File: src/rtl/pxm_pkg.sv
package pxm_pkg;
  typedef enum logic [2:0] {
    ST_IDLE,
    ST_CAP,
    ST_UNLD,
    ST_LOAD,
    ST_PUSH
  } pxm_state_e;
endpackage

File: src/rtl/pxm_seq.sv
module pxm_seq #(
  parameter int NCOL = 256,
  parameter int WORD = 32,
  parameter int ROWS = 256,
  parameter int BITS = 13
) (
  input  logic                  clk,
  input  logic                  rst_n,
  input  logic                  start,
  input  logic                  dir_wr,
  input  logic                  par_sel,
  input  logic                  out_fire,
  input  logic                  in_fire,
  output pxm_pkg::pxm_state_e   state_q,
  output logic                  par_q,
  output logic                  busy,
  output logic                  done
);
  import pxm_pkg::*;

  localparam int FRAME = ROWS * BITS;
  localparam int SW    = (FRAME > 1) ? $clog2(FRAME) : 1;
  localparam int BW    = (NCOL > 1) ? $clog2(NCOL) : 1;
  localparam logic [BW-1:0] LAST_SER = BW'(NCOL - 1);
  localparam logic [BW-1:0] LAST_PAR = BW'(NCOL / WORD - 1);
  localparam logic [SW-1:0] LAST_STEP = SW'(FRAME - 1);

  logic [SW-1:0] step_q;
  logic [BW-1:0] beat_q;
  logic [BW-1:0] last_beat;
  logic          last_step;

  assign last_beat = par_q ? LAST_PAR : LAST_SER;
  assign last_step = (step_q == LAST_STEP);
  assign busy      = (state_q != ST_IDLE);

  always_ff @(posedge clk) begin
    if (!rst_n) begin
      state_q <= ST_IDLE;
      step_q  <= '0;
      beat_q  <= '0;
      par_q   <= 1'b0;
      done    <= 1'b0;
    end else begin
      done <= 1'b0;
      case (state_q)
        ST_IDLE: begin
          if (start) begin
            par_q   <= par_sel & ~dir_wr;
            step_q  <= '0;
            beat_q  <= '0;
            state_q <= dir_wr ? ST_LOAD : ST_CAP;
          end
        end
        ST_CAP: begin
          beat_q  <= '0;
          state_q <= ST_UNLD;
        end
        ST_UNLD: begin
          if (out_fire) begin
            if (beat_q == last_beat) begin
              beat_q <= '0;
              if (last_step) begin
                state_q <= ST_IDLE;
                done    <= 1'b1;
              end else begin
                step_q  <= step_q + 1'b1;
                state_q <= ST_CAP;
              end
            end else begin
              beat_q <= beat_q + 1'b1;
            end
          end
        end
        ST_LOAD: begin
          if (in_fire) begin
            if (beat_q == LAST_SER) begin
              beat_q  <= '0;
              state_q <= ST_PUSH;
            end else begin
              beat_q <= beat_q + 1'b1;
            end
          end
        end
        ST_PUSH: begin
          if (last_step) begin
            state_q <= ST_IDLE;
            done    <= 1'b1;
          end else begin
            step_q  <= step_q + 1'b1;
            state_q <= ST_LOAD;
          end
        end
        default: state_q <= ST_IDLE;
      endcase
    end
  end

  // the end-of-frame flag lasts a single cycle
  a_r6_done_single: assert property (@(posedge clk) disable iff (!rst_n)
    done |=> !done);

  // a capture pulse is always followed by unloading
  a_r2_cap_then_unload: assert property (@(posedge clk) disable iff (!rst_n)
    (state_q == ST_CAP) |=> (state_q == ST_UNLD));

  // a stalled unload ignores start and keeps its mode
  a_r9_start_ignored: assert property (@(posedge clk) disable iff (!rst_n)
    (state_q == ST_UNLD) && start && !out_fire |=> (state_q == ST_UNLD) && $stable(par_q));

  // a push pulse only follows a completed load
  a_r7_push_after_load: assert property (@(posedge clk) disable iff (!rst_n)
    (state_q == ST_PUSH) |-> ($past(state_q) == ST_LOAD) && $past(in_fire));
endmodule

File: src/rtl/pxm_capreg.sv
module pxm_capreg #(
  parameter int NCOL = 256,
  parameter int WORD = 32
) (
  input  logic            clk,
  input  logic            rst_n,
  input  logic            cap_en,
  input  logic [NCOL-1:0] cap_bits,
  input  logic            ser_adv,
  input  logic            par_adv,
  input  logic            in_adv,
  input  logic            in_bit,
  output logic [NCOL-1:0] reg_q
);
  logic [NCOL-1:0] ser_next;
  logic [NCOL-1:0] par_next;

  generate
    for (genvar i = 0; i < NCOL; i++) begin : g_bit
      if (i == NCOL - 1) begin : g_top
        assign ser_next[i] = in_bit & in_adv;
      end else begin : g_mid
        assign ser_next[i] = reg_q[i+1];
      end
      if (i + WORD < NCOL) begin : g_wsh
        assign par_next[i] = reg_q[i+WORD];
      end else begin : g_wfill
        assign par_next[i] = 1'b0;
      end
    end
  endgenerate

  always_ff @(posedge clk) begin
    if (!rst_n) begin
      reg_q <= '0;
    end else if (cap_en) begin
      reg_q <= cap_bits;
    end else if (par_adv) begin
      reg_q <= par_next;
    end else if (ser_adv || in_adv) begin
      reg_q <= ser_next;
    end
  end

  // capture takes the column head bits of the pulse cycle
  a_r2_capture: assert property (@(posedge clk) disable iff (!rst_n)
    cap_en |=> (reg_q == $past(cap_bits)));

  // an accepted input bit enters at the top end
  a_r7_insert: assert property (@(posedge clk) disable iff (!rst_n)
    in_adv && !cap_en |=> (reg_q[NCOL-1] == $past(in_bit)));

  // a serial beat moves the next column into the output slot
  a_r3_ser_step: assert property (@(posedge clk) disable iff (!rst_n)
    ser_adv && !cap_en && !par_adv |=> (reg_q[0] == $past(reg_q[1])));

  generate
    if (NCOL >= 2 * WORD) begin : g_wchk
      // a word beat moves the next column group into the output slot
      a_r4_word_step: assert property (@(posedge clk) disable iff (!rst_n)
        par_adv && !cap_en |=> (reg_q[WORD-1:0] == $past(reg_q[2*WORD-1:WORD])));
    end
  endgenerate
endmodule

File: src/rtl/pxm_readout.sv
module pxm_readout #(
  parameter int NCOL = 256,
  parameter int WORD = 32,
  parameter int ROWS = 256,
  parameter int BITS = 13
) (
  input  logic            clk,
  input  logic            rst_n,
  input  logic            start,
  input  logic            dir_wr,
  input  logic            par_sel,
  output logic            busy,
  output logic            done,
  output logic [NCOL-1:0] col_clk,
  input  logic [NCOL-1:0] col_dout,
  output logic [NCOL-1:0] col_din,
  output logic            ser_valid,
  input  logic            ser_ready,
  output logic            ser_data,
  output logic            par_valid,
  input  logic            par_ready,
  output logic [WORD-1:0] par_data,
  input  logic            sin_valid,
  output logic            sin_ready,
  input  logic            sin_data
);
  import pxm_pkg::*;

  pxm_state_e      state_q;
  logic            par_q;
  logic            ser_fire;
  logic            par_fire;
  logic            in_fire;
  logic            pulse;
  logic [NCOL-1:0] reg_q;

  assign ser_valid = (state_q == ST_UNLD) && !par_q;
  assign par_valid = (state_q == ST_UNLD) && par_q;
  assign sin_ready = (state_q == ST_LOAD);
  assign ser_fire  = ser_valid && ser_ready;
  assign par_fire  = par_valid && par_ready;
  assign in_fire   = sin_valid && sin_ready;
  assign pulse     = (state_q == ST_CAP) || (state_q == ST_PUSH);
  assign col_clk   = {NCOL{pulse}};
  assign col_din   = reg_q;
  assign ser_data  = reg_q[0];
  assign par_data  = reg_q[WORD-1:0];

  pxm_seq #(.NCOL(NCOL), .WORD(WORD), .ROWS(ROWS), .BITS(BITS)) u_seq (
    .clk      (clk),
    .rst_n    (rst_n),
    .start    (start),
    .dir_wr   (dir_wr),
    .par_sel  (par_sel),
    .out_fire (ser_fire || par_fire),
    .in_fire  (in_fire),
    .state_q  (state_q),
    .par_q    (par_q),
    .busy     (busy),
    .done     (done)
  );

  pxm_capreg #(.NCOL(NCOL), .WORD(WORD)) u_reg (
    .clk      (clk),
    .rst_n    (rst_n),
    .cap_en   (state_q == ST_CAP),
    .cap_bits (col_dout),
    .ser_adv  (ser_fire),
    .par_adv  (par_fire),
    .in_adv   (in_fire),
    .in_bit   (sin_data),
    .reg_q    (reg_q)
  );

  // a stalled serial beat is held unchanged
  a_r5_ser_hold: assert property (@(posedge clk) disable iff (!rst_n)
    ser_valid && !ser_ready |=> ser_valid && $stable(ser_data));

  // a stalled word beat is held unchanged
  a_r5_par_hold: assert property (@(posedge clk) disable iff (!rst_n)
    par_valid && !par_ready |=> par_valid && $stable(par_data));

  // a column pulse lasts one cycle
  a_r2_pulse_single: assert property (@(posedge clk) disable iff (!rst_n)
    col_clk[0] |=> !col_clk[0]);
endmodule

File: config.mk
export PLATFORM = sky130hd
export DESIGN_NAME = pxm_readout
export DESIGN_NICKNAME = d
export VERILOG_FILES = /design/src/rtl/pxm_pkg.sv /design/src/rtl/pxm_seq.sv /design/src/rtl/pxm_capreg.sv /design/src/rtl/pxm_readout.sv
export SDC_FILE = /design/constraint.sdc
export NUM_CORES = 1
export LEC_CHECK = 0
export ABC_AREA = 1
export BUFFER_PORTS_ARGS = -buffer_cell sky130_fd_sc_hd__buf_2
export CORE_AREA = 3 3 319 321
export CTS_BUF_LIST = sky130_fd_sc_hd__clkbuf_2 sky130_fd_sc_hd__clkbuf_4 sky130_fd_sc_hd__clkbuf_8
export DETAILED_ROUTE_END_ITERATION = 12
export DIE_AREA = 0 0 322 324
export PLACE_DENSITY = 0.51
export SETUP_SLACK_MARGIN = 0.1
export SLEW_MARGIN = 15
export SYNTH_ARGS = -nofsm -noshare
export SYNTH_HDL_FRONTEND = slang
export SYNTH_HIERARCHICAL = 1
export SYNTH_SLANG_ARGS = --single-unit
File: constraint.sdc
create_clock -name clk -period 35.7 [get_ports clk]
set_input_delay 7.14 -clock clk [delete_from_list [all_inputs] [get_ports clk]]
set_output_delay 7.14 -clock clk [all_outputs]
set_load 0.05 [all_outputs]
==> impl_metrics.json <==
{
  "path_cells": "buf_2, nand4_2, inv_8, nor2_4, nand2_8, buf_12, buf_4, nand2_1, nor2_1, nor2_1",
  "viasPerCell": 4.052,
  "min-delay-path-class": "reg2reg",
  "hold_viol": 0,
  "final_common_cell": "nand2_1",
  "grt.total_usage_pct": 15.46,
  "slew_viol_final": 0,
  "yosys_warnings": 6,
  "worst_ep_arrival_time_ns": 10.79,
  "wl_per_cell_microns": 16.52,
  "relSlewSlack_pct": 28.02,
  "ys_seq_elements": 281,
  "status": "finished, final reports clean",
  "die_area_sq_um": 104300,
  "fill_cells": 11770,
  "io_buffers": 814,
  "start_util_pct": 19.64,
  "rsz0062_at_grt": "false",
  "cts_hold_buf": 0,
  "firstDrtPassIters": 7,
  "grt_pass1_wl_mm": 122.7,
  "synth_cells": 3483,
  "ant_nets": 0,
  "crit_family": "buffers and inverters",
  "row_count": 116,
  "dpl.hpwl_mm": 64.00,
  "finalNetCount": 4158,
  "cts_resized": 0,
  "fmax_ghz": 0.09780,
  "core_sq_um": 99570,
  "drt-initial-drc-count": 1507,
  "cp_slowest_cell": "buf_4",
  "avgSynthCellArea_sq_um": 5.615,
  "io_pins": 815,
  "crit_top_cell": "nor2_1",
  "clk_pin_slew_worst_paths_ns": 0.06,
  "clock_skew_ns": 0.03539,
  "start_kind": "input pin",
  "place_congestion": 0.8518,
  "crit_fanout": 199,
  "synthDistinctLibCells": 35,
  "end_kind": "register",
  "path_buf_inv": 4,
  "clk_path_buf_depth": 3,
  "overflow": 0,
  "vias": 21180,
  "die_h_microns": 324,
  "fin_crit_ns": 10.23,
  "clk_latency_ns": 0.69,
  "maxCapViolCount": 0,
  "fin_tns_setup_ns": 0,
  "drt-total-wl_mm": 86.37,
  "ys_seq_area_share_pct": 28.76,
  "cts_tree": "done",
  "critPathMaxStageDelay_ns": 0.80,
  "setup_viol": 0,
  "die_w_microns": 322,
  "crit_type": "in2reg",
  "cts_sinks": 281,
  "worst_pin_slew_ns": 1.079,
  "h-tree-depth": 2,
  "area_growth_pct": 19.93,
  "grt_pass1_vias": 19230,
  "layout-drive-gt1-share_pct": 24.39,
  "grt_max_degree": 217,
  "min_period_over_period_pct": 28.64,
  "drcViolationCount": 0,
  "cts_buffers": 58,
  "cp_data_required_time_ns": 36.26,
  "final_cell_mix": "nand2_1, buf_2, nor2_1",
  "syn_area_sq_um": 19560,
  "clockRootBuffer": "clkbuf_8",
  "antenna_found_initial": 15,
  "synth_nets": 3750,
  "post_cts.repair.setup_buffers": 0
}
-- worst register-to-register path, stage by stage (launching register included) --
cell and delay [ns]:
dfxtp_1 0.65, inv_2 0.12, nor2_4 0.15, nand4_2 0.17, inv_8 0.47, nor2_4 0.15
nand2_8 0.55, buf_12 0.83, buf_4 1.04, nand2_1 0.16, nor2_1 0.14, nor2_1 0.04
-- state kept, by name (all words and copies together) (netlist names) --
signal and flops:
u_seq/par_q 1, u_seq/beat_q 8, u_reg/reg_q 256, u_seq/state_q 3, u_seq/step_q 12, u_seq/done 1
-- area by class of cell --
class / instances / area, sq um / area share (%)
multi-input combinational: 2419 / 9713 / 41.41
sequential: 281 / 5625 / 23.98
timing repair buffer: 830 / 4240 / 18.08
tap: 1298 / 1624 / 6.924
inverter: 301 / 1145 / 4.881
clock buffer: 78 / 992.2 / 4.230
clock inverter: 10 / 91.34 / 0.3894
antenna: 10 / 25.02 / 0.1067
-- synthesized netlist by cell type, drive strengths merged --
cell type  number  area, sq um
a211oi          2        15.01
o21ai         263         1316
inv           299         1122
nor3b           1        7.510
nand3b          1        7.510
nand4          14        100.1
or2             1        6.260
clkbuf         49        183.9
dfxtp         281         5625
xor2            1        8.760
a21oi          14        73.82
nand3          19        137.6
nor2          818         3107
nand2        1273         4803
clkinv          2        7.510
buf           433         2933
nor3            7        45.04
o21bai          1        18.77
o31ai           1        7.510
ha              2        25.02
o22ai           1        6.260
-- path summary, 6_finish.rpt --
check / startpoint / end / slack, ns / depth (start not counted)
worst min register to register: u_seq/beat_q[1] / u_seq/beat_q[1] / 0.49 / 2
worst min-delay path: u_seq/beat_q[1] / u_seq/beat_q[1] / 0.49 / 2
worst max-delay path: par_ready / u_reg/reg_q[42] / 25.48 / 10
worst max register to register: u_seq/state_q[1] / u_reg/reg_q[42] / 31.12 / 11
-- cells by family (layout without fill, tap and decap cells) --
logic type      Yosys count  in the layout  synth area share, %
xor+xnor                  1              1              0.04479
fa+ha+maj                 2              2               0.1279
other cells               0             10                    0
simple gates           2134           2134                42.00
flops                   281            281                28.76
buf+inv                 783           1219                21.71
compound gates          282            282                7.351
-- per-stage QoR --
step           hold slack (ns)  setup slack, ns  instance area (sq um)  cells  utilization, %
2_1_floorplan           0.4602            17.69                  19560   3483               -
3_3_place_gp            0.4788            24.91                  22320   5128           22.41
3_5_place_dp            0.4818            24.88                  22320   5128           22.41
4_1_cts                 0.4902            24.95                  23400   5216           23.50
5_1_grt                 0.5233            25.23                  23430   5218           23.54
6_report                0.4895            25.48                  23460   5227           23.56
-- routing by layer --
metal / global-route usage (%) / vias up / wire, microns
met5: 0 / - / 104
met4: 5.627 / 16 / 2908
met3: 4.130 / 146 / 6649
met2: 25.04 / 728 / 39180
met1: 19.72 / 9356 / 37530
li1: - / 10930 / -
Power is left out: the tool's default activity adds up to more than one toggle a clock period on the data nets, which glitch-free logic cannot reach.
